[config.mk]
export PLATFORM = sky130hd
export DESIGN_NAME = acc_cpu8
export DESIGN_NICKNAME = d
export VERILOG_FILES = /design/src/rtl/cpu8_pkg.sv /design/src/rtl/cpu8_alu.sv /design/src/rtl/cpu8_ctrl.sv /design/src/rtl/cpu8_dpath.sv /design/src/rtl/acc_cpu8.sv
export SDC_FILE = /design/constraint.sdc
export NUM_CORES = 1
export LEC_CHECK = 0
export BUFFER_PORTS_ARGS = -buffer_cell sky130_fd_sc_hd__buf_2
export CORE_MARGIN = 2
export CORE_UTILIZATION = 45
export CTS_BUF_LIST = sky130_fd_sc_hd__clkbuf_16
export CTS_CLUSTER_SIZE = 24
export DETAILED_ROUTE_END_ITERATION = 6
export HOLD_SLACK_MARGIN = 0.08
export PLACE_DENSITY_LB_ADDON = 0.3
export REMOVE_ABC_BUFFERS = 1
export SYNTH_ARGS = -nofsm -noshare
export SYNTH_HDL_FRONTEND = slang
export SYNTH_SLANG_ARGS = --single-unit
[constraint.sdc]
create_clock -name clk -period 7.3 [get_ports clk]
set_input_delay 0 -clock clk [delete_from_list [all_inputs] [get_ports clk]]
set_output_delay 0 -clock clk [all_outputs]
set_load 0.02 [all_outputs]
[src/rtl/cpu8_pkg.sv]
package cpu8_pkg;

  typedef enum logic [3:0] {
    OP_NOP  = 4'h0, OP_LDAC = 4'h1, OP_STAC = 4'h2, OP_MVAC = 4'h3,
    OP_MOVR = 4'h4, OP_JUMP = 4'h5, OP_JMPZ = 4'h6, OP_JPNZ = 4'h7,
    OP_ADD  = 4'h8, OP_SUB  = 4'h9, OP_INAC = 4'hA, OP_CLAC = 4'hB,
    OP_AND  = 4'hC, OP_OR   = 4'hD, OP_XOR  = 4'hE, OP_NOT  = 4'hF
  } op_e;

  typedef enum logic [3:0] {
    ST_FETCH, ST_IRLD, ST_EXEC, ST_ALO, ST_AHI, ST_AHIW,
    ST_MRD, ST_MRDW, ST_MLD, ST_SDR, ST_SWR
  } state_e;

  typedef enum logic [1:0] {
    AC_KEEP, AC_ALU, AC_DR, AC_R
  } acsel_e;

  typedef struct packed {
    logic   addr_ar;
    logic   rd;
    logic   wr;
    logic   pc_inc;
    logic   pc_jmp;
    logic   ir_ld;
    logic   tr_ld;
    logic   ar_ld;
    logic   dr_mem;
    logic   dr_ac;
    acsel_e ac_sel;
    logic   r_ld;
    logic   z_ld;
  } ctl_t;

endpackage

[src/rtl/cpu8_alu.sv]
module cpu8_alu
  import cpu8_pkg::*;
#(
  parameter int DW = 8
) (
  input  op_e           op,
  input  logic [DW-1:0] acc,
  input  logic [DW-1:0] rreg,
  output logic [DW-1:0] res
);

  always_comb begin
    case (op)
      OP_ADD:  res = acc + rreg;
      OP_SUB:  res = acc - rreg;
      OP_INAC: res = acc + DW'(1);
      OP_CLAC: res = '0;
      OP_AND:  res = acc & rreg;
      OP_OR:   res = acc | rreg;
      OP_XOR:  res = acc ^ rreg;
      OP_NOT:  res = ~acc;
      default: res = acc;
    endcase
  end

endmodule

[src/rtl/cpu8_ctrl.sv]
module cpu8_ctrl
  import cpu8_pkg::*;
#(
  parameter int DW = 8
) (
  input  logic          clk,
  input  logic          rst_n,
  input  logic [DW-1:0] ir,
  input  logic          z,
  output ctl_t          ctl,
  output logic          exec_st
);

  state_e st_q, st_d;
  op_e    op;
  logic   legal;

  assign op      = op_e'(ir[3:0]);
  assign legal   = ~|ir[DW-1:4];
  assign exec_st = (st_q == ST_EXEC);

  always_ff @(posedge clk or negedge rst_n) begin
    if (!rst_n) st_q <= ST_FETCH;
    else        st_q <= st_d;
  end

  always_comb begin
    ctl  = '0;
    st_d = ST_FETCH;
    case (st_q)
      ST_FETCH: begin
        ctl.rd     = 1'b1;
        ctl.pc_inc = 1'b1;
        st_d       = ST_IRLD;
      end
      ST_IRLD: begin
        ctl.ir_ld = 1'b1;
        st_d      = ST_EXEC;
      end
      ST_EXEC: begin
        if (legal) begin
          case (op)
            OP_LDAC, OP_STAC, OP_JUMP, OP_JMPZ, OP_JPNZ: begin
              ctl.rd     = 1'b1;
              ctl.pc_inc = 1'b1;
              st_d       = ST_ALO;
            end
            OP_MVAC: ctl.r_ld   = 1'b1;
            OP_MOVR: ctl.ac_sel = AC_R;
            OP_ADD, OP_SUB, OP_INAC, OP_CLAC,
            OP_AND, OP_OR, OP_XOR, OP_NOT: begin
              ctl.ac_sel = AC_ALU;
              ctl.z_ld   = 1'b1;
            end
            default: ;
          endcase
        end
      end
      ST_ALO: begin
        ctl.tr_ld = 1'b1;
        st_d      = ST_AHI;
      end
      ST_AHI: begin
        ctl.rd     = 1'b1;
        ctl.pc_inc = 1'b1;
        st_d       = ST_AHIW;
      end
      ST_AHIW: begin
        ctl.ar_ld = 1'b1;
        case (op)
          OP_LDAC: st_d = ST_MRD;
          OP_STAC: st_d = ST_SDR;
          OP_JUMP: ctl.pc_jmp = 1'b1;
          OP_JMPZ: ctl.pc_jmp = z;
          OP_JPNZ: ctl.pc_jmp = ~z;
          default: ;
        endcase
      end
      ST_MRD: begin
        ctl.addr_ar = 1'b1;
        ctl.rd      = 1'b1;
        st_d        = ST_MRDW;
      end
      ST_MRDW: begin
        ctl.dr_mem = 1'b1;
        st_d       = ST_MLD;
      end
      ST_MLD: ctl.ac_sel = AC_DR;
      ST_SDR: begin
        ctl.dr_ac = 1'b1;
        st_d      = ST_SWR;
      end
      ST_SWR: begin
        ctl.addr_ar = 1'b1;
        ctl.wr      = 1'b1;
      end
      default: st_d = ST_FETCH;
    endcase
  end

endmodule

[src/rtl/cpu8_dpath.sv]
module cpu8_dpath
  import cpu8_pkg::*;
#(
  parameter  int DW = 8,
  localparam int AW = 2 * DW
) (
  input  logic          clk,
  input  logic          rst_n,
  input  ctl_t          ctl,
  input  logic [DW-1:0] mem_rdata,
  output logic [AW-1:0] mem_addr,
  output logic          mem_rd,
  output logic          mem_wr,
  output logic [DW-1:0] mem_wdata,
  output logic [DW-1:0] ir_q,
  output logic          z_q,
  output logic [AW-1:0] pc_q,
  output logic [AW-1:0] ar_q,
  output logic [DW-1:0] ac_q
);

  logic [DW-1:0] dr_q, tr_q, r_q, alu_res;
  logic [AW-1:0] operand;

  assign operand   = {mem_rdata, tr_q};
  assign mem_addr  = ctl.addr_ar ? ar_q : pc_q;
  assign mem_rd    = ctl.rd;
  assign mem_wr    = ctl.wr;
  assign mem_wdata = dr_q;

  cpu8_alu #(.DW(DW)) u_alu (
    .op   (op_e'(ir_q[3:0])),
    .acc  (ac_q),
    .rreg (r_q),
    .res  (alu_res)
  );

  always_ff @(posedge clk or negedge rst_n) begin
    if (!rst_n) begin
      pc_q <= '0;
      ar_q <= '0;
      ir_q <= '0;
      dr_q <= '0;
      tr_q <= '0;
      ac_q <= '0;
      r_q  <= '0;
      z_q  <= 1'b0;
    end else begin
      if (ctl.pc_jmp)      pc_q <= operand;
      else if (ctl.pc_inc) pc_q <= pc_q + AW'(1);
      if (ctl.ar_ld) ar_q <= operand;
      if (ctl.ir_ld) ir_q <= mem_rdata;
      if (ctl.tr_ld) tr_q <= mem_rdata;
      if (ctl.dr_mem)     dr_q <= mem_rdata;
      else if (ctl.dr_ac) dr_q <= ac_q;
      case (ctl.ac_sel)
        AC_ALU:  ac_q <= alu_res;
        AC_DR:   ac_q <= dr_q;
        AC_R:    ac_q <= r_q;
        default: ;
      endcase
      if (ctl.r_ld) r_q <= ac_q;
      if (ctl.z_ld) z_q <= (alu_res == '0);
    end
  end

endmodule

[src/rtl/acc_cpu8.sv]
module acc_cpu8
  import cpu8_pkg::*;
#(
  parameter  int DW = 8,
  localparam int AW = 2 * DW
) (
  input  logic          clk,
  input  logic          rst_n,
  output logic [AW-1:0] mem_addr,
  output logic          mem_rd,
  output logic          mem_wr,
  output logic [DW-1:0] mem_wdata,
  input  logic [DW-1:0] mem_rdata
);

  ctl_t          ctl;
  logic          exec_st;
  logic          z_q;
  logic [DW-1:0] ir_q, ac_q;
  logic [AW-1:0] pc_q, ar_q;

  cpu8_ctrl #(.DW(DW)) u_ctrl (
    .clk     (clk),
    .rst_n   (rst_n),
    .ir      (ir_q),
    .z       (z_q),
    .ctl     (ctl),
    .exec_st (exec_st)
  );

  cpu8_dpath #(.DW(DW)) u_dpath (
    .clk       (clk),
    .rst_n     (rst_n),
    .ctl       (ctl),
    .mem_rdata (mem_rdata),
    .mem_addr  (mem_addr),
    .mem_rd    (mem_rd),
    .mem_wr    (mem_wr),
    .mem_wdata (mem_wdata),
    .ir_q      (ir_q),
    .z_q       (z_q),
    .pc_q      (pc_q),
    .ar_q      (ar_q),
    .ac_q      (ac_q)
  );

endmodule

# Yosys cells after proc, flatten, opt, wreduce, memory -nomap -nowiden
# Index checks and enable logic that the tools add are counted.
[classes]
addsub = 4
n_eq_ne = 28
muxes = 30
bitwise_logic = 5
reduce_logical = 11
[ops]
columns = ["cell", "n"]
rows = [
  ["$pmux 8 s8", 1],
  ["$mux 16", 3],
  ["$eq 4x4->1 const B", 11],
  ["$pmux 4 s9", 1],
  ["$eq 4x3->1 const B", 8],
  ["$pmux 8 s3", 1],
  ["$add 16x1->16 const B", 1],
  ["$eq 4x2->1 const B", 4],
  ["$mux 8", 2],
  ["$mux 1", 12],
  ["$add 8x1->8 const B", 1],
  ["$add 8x8->8", 1],
  ["$and 8x8->8", 1],
  ["$eq 4x1->1 const B", 2],
  ["$logic_not 8->1", 1],
  ["$mux 4", 2],
  ["$not 8->8", 1],
  ["$or 8x8->8", 1],
  ["$pmux 2 s2", 2],
  ["$pmux 4 s2", 1],
  ["$reduce_or 8->1", 1],
  ["$sub 8x8->8", 1],
  ["$xor 8x8->8", 1],
  ["$reduce_or 5->1", 1],
  ["other kinds (12)", 17],
]
[word_totals]
ff_bits = 77
inputBits = 10
out_inout_bits = 26
elab_cells = 87

# Logic depth before layout (Yosys ltp)
# Gate-level depths: netlist (run 1).
[logic_depth]
word_depth = 7
depth_mapped = 14
ltp_nobuf = 13

# Cells and area by module
# From an unflattened synthesis (run 1), not the netlist that was laid out.
[unflattened]
cells_unflattened = 485
area_unflattened_um2 = 4979.8
[modules_own_cells]
columns = ["mod", "instances", "cells_each", "area_per_inst_um2", "seq_area_each_um2"]
rows = [
  ["cpu8_dpath", 1, 266, 3345.7, 1826.8],
  ["cpu8_alu", 1, 162, 1173.6, 0.0],
  ["cpu8_ctrl", 1, 57, 460.4, 100.1],
]

# Worst setup path after synthesis (run 1)
# Ideal clock, no wire load.
[synth_path]
path_type = "register -> register"
startpoint = "register u_dpath.ir_q[3]"
endpoint = "register u_dpath.z_q"
setup_time_ps = 66
arrival_ps = 2914
t_required_ps = 7234
path_slack_ps = 4320
stages_incl_launch_ff = 15
path_buffers = 2
synth_period_minus_slack_ps = 2980
path_cell_list = "dfrtp_1 > buf_4 > inv_1 > buf_1 > nor3b_1 > a22o_1 > inv_1 > fa_1 > a211oi_1 > a311o_1 > nor3_1 > a21oi_1 > nand4b_1 > nor4_1 > a31o_1"
[synth_between]
elab_chain_len = 5
elab_cells_between_ends = 14
classes_between = "eq/ne: 8; mux: 4; reduce/logical: 2"
[synth_rtl]
columns = ["item", "line", "text"]
rows = [
  ["start, declared", "cpu8_dpath.sv:15", "output logic [DW-1:0] ir_q,"],
  ["start signal, assigned", "cpu8_dpath.sv:52", "if (ctl.ir_ld) ir_q <= mem_rdata;"],
  ["$eq 4x4->1", "cpu8_alu.sv:13, cpu8_ctrl.sv:42", ""],
  ["$reduce_or 8->1", "cpu8_ctrl.sv:42", "case (op)"],
  ["$mux 1", "cpu8_ctrl.sv:42", ""],
  ["$mux 4", "cpu8_ctrl.sv:41", "if (legal) begin"],
  ["$mux 2", "cpu8_ctrl.sv:30", "case (st_q)"],
  ["end signal, assigned", "cpu8_dpath.sv:63", "if (ctl.z_ld) z_q <= (alu_res == '0);"],
  ["end, declared", "cpu8_dpath.sv:16", "output logic z_q,"],
]
# Parallel ways exist; a longest one is shown, timed or not.
# A chain may end at the register's enable or synchronous reset.

# Final worst setup path (run 1)
[layout_path]
startpoint = "register u_dpath.ir_q[0]"
endpoint = "register u_dpath.z_q"
# Same word-level chain as after synthesis.

==> results of run 1 <==
-- layout make-up --
| cell class | count | area (um2) | area share [%] |
|---|---|---|---|
| Sequential cell | 77 | 1930 | 34.8 |
| Clock inverter | 7 | 67.6 | 1.22 |
| Tap cell | 140 | 175 | 3.16 |
| Clock buffer | 9 | 225 | 4.07 |
| Multi-Input combinational cell | 385 | 2770 | 50.0 |
| Inverter | 24 | 90.1 | 1.63 |
| Timing Repair Buffer | 46 | 283 | 5.11 |
-- timing repair --
item                      CTS  global route
hold buffers                9             0
setup buffers               0             0
gates resized for setup     0             0
hold endpoints to repair  117             0
-- per-layer routing --
metal	track usage, %	vias up	share of wire (%)
met3	3.53	19	4.1
met1	29.4	1932	44
li1	-	1924	-
met5	0	-	0
met4	8.24	0	2.2
met2	38.6	98	50
-- cells by family (layout without fill, tap and decap cells) --
logic type / after synthesis / in the layout / share of synthesized area (%)
compound gates: 136 / 136 / 18.1
xor+xnor: 9 / 9 / 1.60
fa+ha+maj: 27 / 27 / 7.00
buf+inv: 54 / 86 / 4.82
flops: 77 / 77 / 39.1
mux: 52 / 52 / 12.3
simple gates: 161 / 161 / 17.2
-- cell usage in the layout (no fill, tap or decap), types with 3 or more instances in the layout --
| cell | n |
|---|---|
| a21boi_0 | 3 |
| nand3_1 | 10 |
| a21oi_1 | 30 |
| buf_4 | 3 |
| xor2_1 | 3 |
| ha_1 | 26 |
| inv_1 | 25 |
| o21ai_0 | 41 |
| o211ai_1 | 8 |
| nand2b_1 | 10 |
| and3_1 | 6 |
| a221o_1 | 9 |
| nor2_1 | 36 |
| nor3b_1 | 6 |
| nand2_1 | 56 |
| nor2b_1 | 5 |
| o311ai_0 | 4 |
| clkbuf_16 | 9 |
| dfrtp_1 | 77 |
| a211oi_1 | 4 |
| mux2_2 | 48 |
| buf_2 | 34 |
| nor3_1 | 6 |
| a31oi_1 | 8 |
| nand4_1 | 3 |
| xnor2_1 | 6 |
| a21o_1 | 4 |
| dlygate4sd3_1 | 9 |
-- final timing paths --
check                                start               end  depth (start not counted)
min reg2reg                u_dpath.ar_q[7]   u_dpath.ar_q[7]                          1
max reg2reg                u_dpath.ir_q[0]       u_dpath.z_q                         13
max in group asynchronous            rst_n    u_ctrl.st_q[2]                          2
min                                  rst_n  u_dpath.ar_q[14]                          2
min in group clk           u_dpath.ar_q[7]   u_dpath.ar_q[7]                          1
max                        u_dpath.ir_q[0]       u_dpath.z_q                         13
-- where the power goes --
group,internal [W],total [W],leakage [nW],switching (W)
logic,0.000435,0.000972,1.32,0.000537
registers,0.000600,0.000815,0.960,0.000215
clock network,0.000263,0.000442,0.148,0.000178
-- per-stage QoR --
stage / instances / instance area [um2]
finish: 688 / 5540
global route: 688 / 5540
CTS: 688 / 5540
detailed placement: 663 / 5150
global placement: 663 / 5150
floorplan: 486 / 4790
-- flip-flops by register name (all words and copies together) (netlist names) --
name / count
u_dpath.r_q: 8
u_ctrl.st_q: 4
u_dpath.z_q: 1
u_dpath.pc_q: 16
u_dpath.ar_q: 16
u_dpath.tr_q: 8
u_dpath.mem_wdata: 8
u_dpath.ir_q: 8
u_dpath.ac_q: 8
==> flow_summary.toml, run 1 <==
[floorplanning]
initial_core_util_pct = 45.9
die_x_um = 109
placementRows = 38
ios = 36
die_area_um2 = 11800
core_um2 = 10700
die_h_um = 109

[layout]
nFillCells = 1047
drive_above_1_share_pct = 20.3
diodes = 0
area_growth_pct = 12.2
finalNetCount = 580
final_util_pct = 51.5

[sta]
clock-skew-final_ns = 0.00856
drv_slew = 0
rsz0062_at_grt = "false"
hold_viol_final = 0
worst_slack_ns = 3.74
finalSetupViolCount = 0
tightest_slew_ns = 1.06
holdWs_ns = 0.359
fin_crit_ns = 3.56
fin_setup_tns_ns = 0
max_freq_mhz = 281
slew_headroom_pct = 28.9
period_share_pct = 48.7

[worst_setup_path]
crit_path_cell_trace = "buf_4, nand4bb_1, and2_1, a22o_1, inv_1, fa_1, a211oi_1, a311o_1, nor3_1, a21oi_1, nand4b_1, nor4_1, a31o_1"
r2r_slack_ns = 3.74
crit_family = "simple AND/OR/NAND/NOR gates"
critPathBufInv = 2
startpoint_type = "flip-flop"
cp_data_required_time_ns = 7.57
crit_type = "reg -> reg"
crit_path_end_kind = "flip-flop"
max_stage_delay_ns = 0.60
arrival_ns = 3.83
slowest_stage = "dfrtp_1"
path_max_fanout = 21

[synthesis]
synth-warning-count = 0
yosys_most_used_dff = "dfrtp_1"
synth_top_area_share_pct = 39.1
async_reset_ff_share_pct = 100
syn_area_um2 = 4930
ys_seq_area_share_pct = 39.1
netlist_top_cells_area = "dfrtp_1 (39%), mux2_2 (11%), ha_1 (6.6%)"
avgSynthCellArea_um2 = 9.56
yosys-top-cells-count = "dfrtp_1 (77), nand2_1 (56), mux2_2 (48), o21ai_0 (41), nor2_1 (36)"
ys_ff_latch = 77
yosysTopAreaCell = "dfrtp_1"
synth.distinct_cells = 69
synth.most_common_cell = "dfrtp_1"
postSynthCellCount = 516
synth-edff-count = 0

[detailed_routing]
via_per_inst = 5.77
num_vias = 3973
ant_nets = 0
dr.pass1.iters = 5
drt_iter0_drc = 225
wirelength_um = 12400
drc = 0
wl_per_cell_um = 18.0

[global_route]
grt_max_degree = 78
grt_pass1_vias = 3955
grt_use_total_pct = 22.7
grt_pass1_wl_um = 20600
overflow = 0
antenna_found_initial = 0

[clock_network]
clock_latency_ns = 0.34
tritoncts = "yes"
cts.reportedPaths.clkPinSlew_ns = 0.06
cts_buffers = 9
root_buffer = "clkbuf_16"
htree_levels = 3
cts_sinks = 77
cts_buffer_depth = 2

[run]
maxCapViolCount = 0

[pwr]
finalPower_w = 0.00223
cellLeakagePower_nw = 2.43
peakVddDrop_mv = 0.244
power_per_cell_area_nw_per_um2 = 403

[outcome]
outcome = "finished clean"

[place]
post-place-ws_ns = 3.78
io_buffer_count = 35
hpwl_um = 8790
globalplace.congestion = 0.931

[worst_hold_path]
min_path_type = "in -> async"
Note: power is estimated with default switching activity, not from simulation.
==> run 2, diff against run 1 <==
--- a/config.mk
+++ b/config.mk
@@ -5,6 +5,7 @@
 export SDC_FILE = /design/constraint.sdc
 export NUM_CORES = 1
 export LEC_CHECK = 0
+export ABC_AREA = 1
 export BUFFER_PORTS_ARGS = -buffer_cell sky130_fd_sc_hd__buf_2
 export CORE_MARGIN = 2
 export CORE_UTILIZATION = 45
==> constraint.sdc (replaced) <==
create_clock -name clk -period 3 [get_ports clk]
set_input_delay 0 -clock clk [delete_from_list [all_inputs] [get_ports clk]]
set_output_delay 0 -clock clk [all_outputs]
set_load 0.02 [all_outputs]
==> flow_summary.toml, run 2 <==
[worst_setup_path]
crit_type = "reg -> reg"
rr_worst_depth = 17
arrival_ns = 3.01
r2r_start = "u_dpath.ir_q[0]"
path_max_fanout = 7
path_depth = 17
cpMostUsedCell = "nand2_1"
crit_family = "simple AND/OR/NAND/NOR gates"
rr_endpoint = "u_dpath.z_q"
crit_path_cell_trace = "nand2_1, nor2_4, buf_4, nand2_1, and2_1, fa_1, inv_1, nand3_1, nand2_1, nand2_1, nand2_1, o21ai_2, nor2_1, nand3_1, nor3_1, nand2_1, nand2_1"
startpoint_type = "flip-flop"
critPathBufInv = 2
cp_data_required_time_ns = 3.28
max_stage_delay_ns = 0.47
r2r_slack_ns = 0.27
crit_path_end_kind = "flip-flop"
slowest_stage = "dfrtp_1"

[floorplanning]
core_um2 = 10700
die_x_um = 108
die_h_um = 108
die_area_um2 = 11700
ios = 36
placementRows = 38
initial_core_util_pct = 45.7

[sta]
period_share_pct = 91.0
fin_setup_tns_ns = 0
hold_viol_final = 0
rsz0062_at_grt = "false"
drv_slew = 0
tightest_slew_ns = 0.971
fin_crit_ns = 2.73
worst_slack_ns = 0.270
holdWs_ns = 0.0786
max_freq_mhz = 366
clock-skew-final_ns = 0.00827
slew_headroom_pct = 35.3
finalSetupViolCount = 0

[layout]
area_growth_pct = 15.5
drive_above_1_share_pct = 13.2
diodes = 0
layout_commonest_cell = "nand2_1"
finalNetCount = 732
final_cell_mix = "nand2_1 (171), o21ai_0 (81), inv_1 (80)"
nFillCells = 1037
reg_top3 = "u_dpath.ar_q: 16 flops, u_dpath.pc_q: 16 flops"
design_area_um2 = 5650
final_util_pct = 52.8

[worst_hold_path]
whs_path_depth = 3
whs_endpoint = "u_dpath.ir_q[3]"
worstHoldStart = "mem_rdata[3]"
min_path_type = "in -> reg"

[synthesis]
yosys-top-cells-count = "nand2_1 (171), o21ai_0 (81), inv_1 (80), dfrtp_1 (77), nor2_1 (42)"
async_reset_ff_share_pct = 100
yosysTopAreaCell = "dfrtp_1"
synth.most_common_cell = "nand2_1"
synth-edff-count = 0
synth-warning-count = 0
syn_area_um2 = 4890
yosys_most_used_dff = "dfrtp_1"
ys_seq_area_share_pct = 39.4
ys_ff_latch = 77
postSynthCellCount = 648
netlist_top_cells_area = "dfrtp_1 (39%), nand2_1 (13%), o21ai_0 (8.3%)"
avgSynthCellArea_um2 = 7.54
synth.distinct_cells = 44
synth_top_area_share_pct = 39.4

[global_route]
antenna_found_initial = 0
grt_pass1_wl_um = 21300
grt_use_total_pct = 23.6
grt_max_degree = 78
overflow = 0
grt_pass1_vias = 4382

[pwr]
peakVddDrop_mv = 0.433
power_per_cell_area_nw_per_um2 = 973
cellLeakagePower_nw = 2.75

[clock_network]
cts_sinks = 77
cts.reportedPaths.clkPinSlew_ns = 0.06
tritoncts = "yes"
htree_levels = 3
clock_latency_ns = 0.34
root_buffer = "clkbuf_16"
cts_buffer_depth = 2
cts_buffers = 9

[outcome]
outcome = "finished clean"

[place]
io_buffer_count = 35
postPlaceCellArea_um2 = 5210
globalplace.congestion = 0.957
post-place-ws_ns = 0.248
hpwl_um = 9760

[detailed_routing]
ant_nets = 0
wl_per_cell_um = 15.6
via_per_inst = 5.38
num_vias = 4511
dr.pass1.iters = 5
wirelength_um = 13100
drt_iter0_drc = 286
drc = 0

[run]
maxCapViolCount = 0
## run 2: cell count changes after synthesis, sizes merged, moves of 10 or more
cell	delta
nand2b	-10
nand2	+119
nand3	+31
mux2	-47
o221ai	+10
inv	+65
nor2	+15
o21ai	+41
## run 2: cell families after synthesis
logic type | count (synthesis) | share of synthesized area, %
and+or+nand+nor | 286 | 25.9
muxes | 1 | 0.230
adders and majority gates | 27 | 7.07
DFF | 77 | 39.4
AOI/OAI and AO/OA | 144 | 17.4
buffers and inverters | 102 | 7.99
xor gates and xnor gates | 11 | 1.97
## run 2: area by class of cell
| class | instances | area (um2) | share of cell area, % |
|---|---|---|---|
| Clock buffer | 9 | 225 | 3.99 |
| Tap cell | 140 | 175 | 3.10 |
| Multi-Input combinational cell | 469 | 2570 | 45.6 |
| Sequential cell | 77 | 1930 | 34.2 |
| Clock inverter | 5 | 103 | 1.82 |
| Timing Repair Buffer | 50 | 310 | 5.50 |
| Inverter | 88 | 330 | 5.85 |
## run 2: metal layers
metal	part of all wire [%]	vias up	GRT usage (%)
met2	49	150	40.9
met4	2.5	0	10.1
met1	43	2112	29.4
met3	5.5	21	3.25
met5	0	-	0
li1	-	2228	-
## run 2: timing repair
item                                    in CTS  in global routing
endpoints found under the setup margin       0                  1
resized for setup                            0                  2
setup buffers                                0                  3
endpoints found under the hold margin      103                  0
hold buffers                                 8                  0
## run 2: power breakdown
group          switching [W]  internal [W]
combinational        0.00157      0.000803
sequential          0.000438       0.00147
clock               0.000414      0.000801
## run 2: metrics by stage
step | power, W | std cells
3_5_place_dp | 0.00423 | 813
5_1_grt | 0.00591 | 838
3_3_place_gp | 0.00416 | 813
6_report | 0.00549 | 838
2_1_floorplan | 0.00347 | 634
4_1_cts | 0.00546 | 835
## run 2: tightest hold or removal path, delay by kind of cell
kind	cells	cell delay, ns
AO/OA/AOI/OAI	1	0.18
buffers and inverters	2	0.20
## run 2: worst max path at each step
| stage | startpoint | to | slack (ns) |
|---|---|---|---|
| after floorplan | u_dpath.ir_q[3] | u_dpath.z_q | 0.47 |
| after global placement | u_dpath.ir_q[1] | u_dpath.z_q | 0.36 |
| after detailed placement | u_dpath.ir_q[1] | u_dpath.z_q | 0.25 |
| after CTS | u_dpath.ir_q[1] | u_dpath.z_q | 0.23 |
| after global routing | u_dpath.r_q[1] | u_dpath.z_q | 0.02 |
| final | u_dpath.ir_q[0] | u_dpath.z_q | 0.27 |
==> run 3, diff against run 2 <==
--- a/config.mk
+++ b/config.mk
@@ -5,7 +5,6 @@
 export SDC_FILE = /design/constraint.sdc
 export NUM_CORES = 1
 export LEC_CHECK = 0
-export ABC_AREA = 1
 export BUFFER_PORTS_ARGS = -buffer_cell sky130_fd_sc_hd__buf_2
 export CORE_MARGIN = 2
 export CORE_UTILIZATION = 45
==> flow_summary.toml, run 3 (synthesized netlist as in run 1, its figures left out) <==
[floorplanning]
die_h_um = 109
die_x_um = 109
die_area_um2 = 11800
initial_core_util_pct = 45.9
core_um2 = 10700
ios = 36
placementRows = 38

[global_route]
grt_max_degree = 78
antenna_found_initial = 0
grt_pass1_vias = 4115
grt_pass1_wl_um = 21400
overflow = 0
grt_use_total_pct = 23.5

[worst_setup_path]
arrival_ns = 3.14
startpoint_type = "flip-flop"
r2r_slack_ns = 0.13
rr_worst_depth = 12
crit_type = "reg -> reg"
rr_endpoint = "u_dpath.z_q"
r2r_start = "u_dpath.ir_q[2]"
crit_path_end_kind = "flip-flop"
path_max_fanout = 6
cp_data_required_time_ns = 3.27

[detailed_routing]
via_per_inst = 5.77
drc = 0
dr.pass1.iters = 5
ant_nets = 0
wirelength_um = 13000
wl_per_cell_um = 18.1
drt_iter0_drc = 238
num_vias = 4137

[layout]
final_cell_mix = "dfrtp_1 (74), nand2_1 (56), mux2_2 (48)"
finalNetCount = 609
diodes = 0
reg_top3 = "u_dpath.ar_q: 16 flops, u_dpath.pc_q: 16 flops"
design_area_um2 = 5830
layout_commonest_cell = "dfrtp_1"
drive_above_1_share_pct = 26.3
area_growth_pct = 18.2
final_util_pct = 54.3

[sta]
period_share_pct = 95.5
hold_viol_final = 0
clock-skew-final_ns = 0.00743
fin_crit_ns = 2.87
finalSetupViolCount = 0
tightest_slew_ns = 0.982
max_freq_mhz = 349
drv_slew = 0
slew_headroom_pct = 34.5

[clock_network]
htree_levels = 3
root_buffer = "clkbuf_16"
cts_sinks = 77
cts_buffers = 9
tritoncts = "yes"
cts.reportedPaths.clkPinSlew_ns = 0.06
clock_latency_ns = 0.33
cts_buffer_depth = 2

[outcome]
outcome = "finished clean"

[run]
maxCapViolCount = 0

[place]
hpwl_um = 9260
postPlaceCellArea_um2 = 5300
globalplace.congestion = 0.979
io_buffer_count = 35

[pwr]
peakVddDrop_mv = 0.459
cellLeakagePower_nw = 2.59
power_per_cell_area_nw_per_um2 = 987

[worst_hold_path]
min_path_type = "in -> async"
-- run 3: cell count changes in the layout (fill, tap and decap cells not counted), sizes merged, moves of 10 or more --
cell    before  now
buf         42   66
inv         89   23
mux2         1   48
nand2      175   56
nand2b       0   10
nand3       41   10
nor2        52   37
o21ai       84   43
o221ai      10    0
-- run 3: where the power goes --
| part | total (W) | switching (W) | leakage [nW] | internal [W] |
|---|---|---|---|---|
| logic | 0.00279 | 0.00152 | 1.50 | 0.00127 |
| registers | 0.00189 | 0.000427 | 0.957 | 0.00147 |
| clock network | 0.00107 | 0.000433 | 0.136 | 0.000638 |
| total | 0.00575 | 0.00238 | 2.59 | 0.00337 |
-- run 3: routing by layer --
metal | vias to the layer above | global-route usage [%] | routed length [um]
met1 | 2018 | 31.1 | 5670
li1 | 1978 | - | -
met2 | 124 | 38.9 | 6420
met5 | - | 0 | 0
met4 | 0 | 10.3 | 237
met3 | 17 | 2.75 | 637
-- run 3: how the worst max path moves through the flow --
stage                         start  cells past startpoint         endpoint
floorplan           u_dpath.ir_q[0]                     12      u_dpath.z_q
global placement     u_dpath.r_q[0]                     12  u_dpath.ac_q[7]
detailed placement  u_dpath.ir_q[3]                     13      u_dpath.z_q
CTS                 u_dpath.ir_q[3]                     13      u_dpath.z_q
global route        u_dpath.ir_q[0]                     13      u_dpath.z_q
finish              u_dpath.ir_q[2]                     12      u_dpath.z_q
-- run 3: metrics by stage --
stage	setup WS, ns	hold slack (ns)	setup TNS, ns	total power (W)	std cells
4_1_cts	0.0209	0.412	0	0.00561	708
6_report	0.135	0.367	0	0.00575	717
3_3_place_gp	0.104	0.215	0	0.00440	683
5_1_grt	-0.000349	0.475	-0.000349	0.00615	717
3_5_place_dp	0.0432	0.223	0	0.00451	683
2_1_floorplan	-0.279	-0.296	-0.458	0.00360	486
-- run 3: layout make-up --
class | instances | area, um2
clock inverter | 7 | 66.3
tap | 140 | 175
clock buffer | 9 | 225
fill | 1002 | 4910
timing repair buffer | 75 | 500
inverter | 24 | 90.1
sequential | 77 | 1930
multi-input combinational | 385 | 2840
-- run 3: timing repair --
item | 4_1_cts | 5_1_grt
setup buffers | 0 | 9
endpoints found under the hold margin | 117 | 0
resized for setup | 0 | 17
endpoints found under the setup margin | 0 | 3
hold buffers | 9 | 0
-- run 3: worst max-delay path: stages, from the launching register on --
cell	delay, ns
dfrtp_1	0.45
nand4bb_4	0.29
nand2_1	0.10
ha_1	0.18
inv_1	0.07
fa_1	0.49
a211oi_1	0.05
a311o_1	0.28
nor3_1	0.13
a21oi_1	0.09
nand4b_1	0.20
nor4_2	0.31
a31o_1	0.17
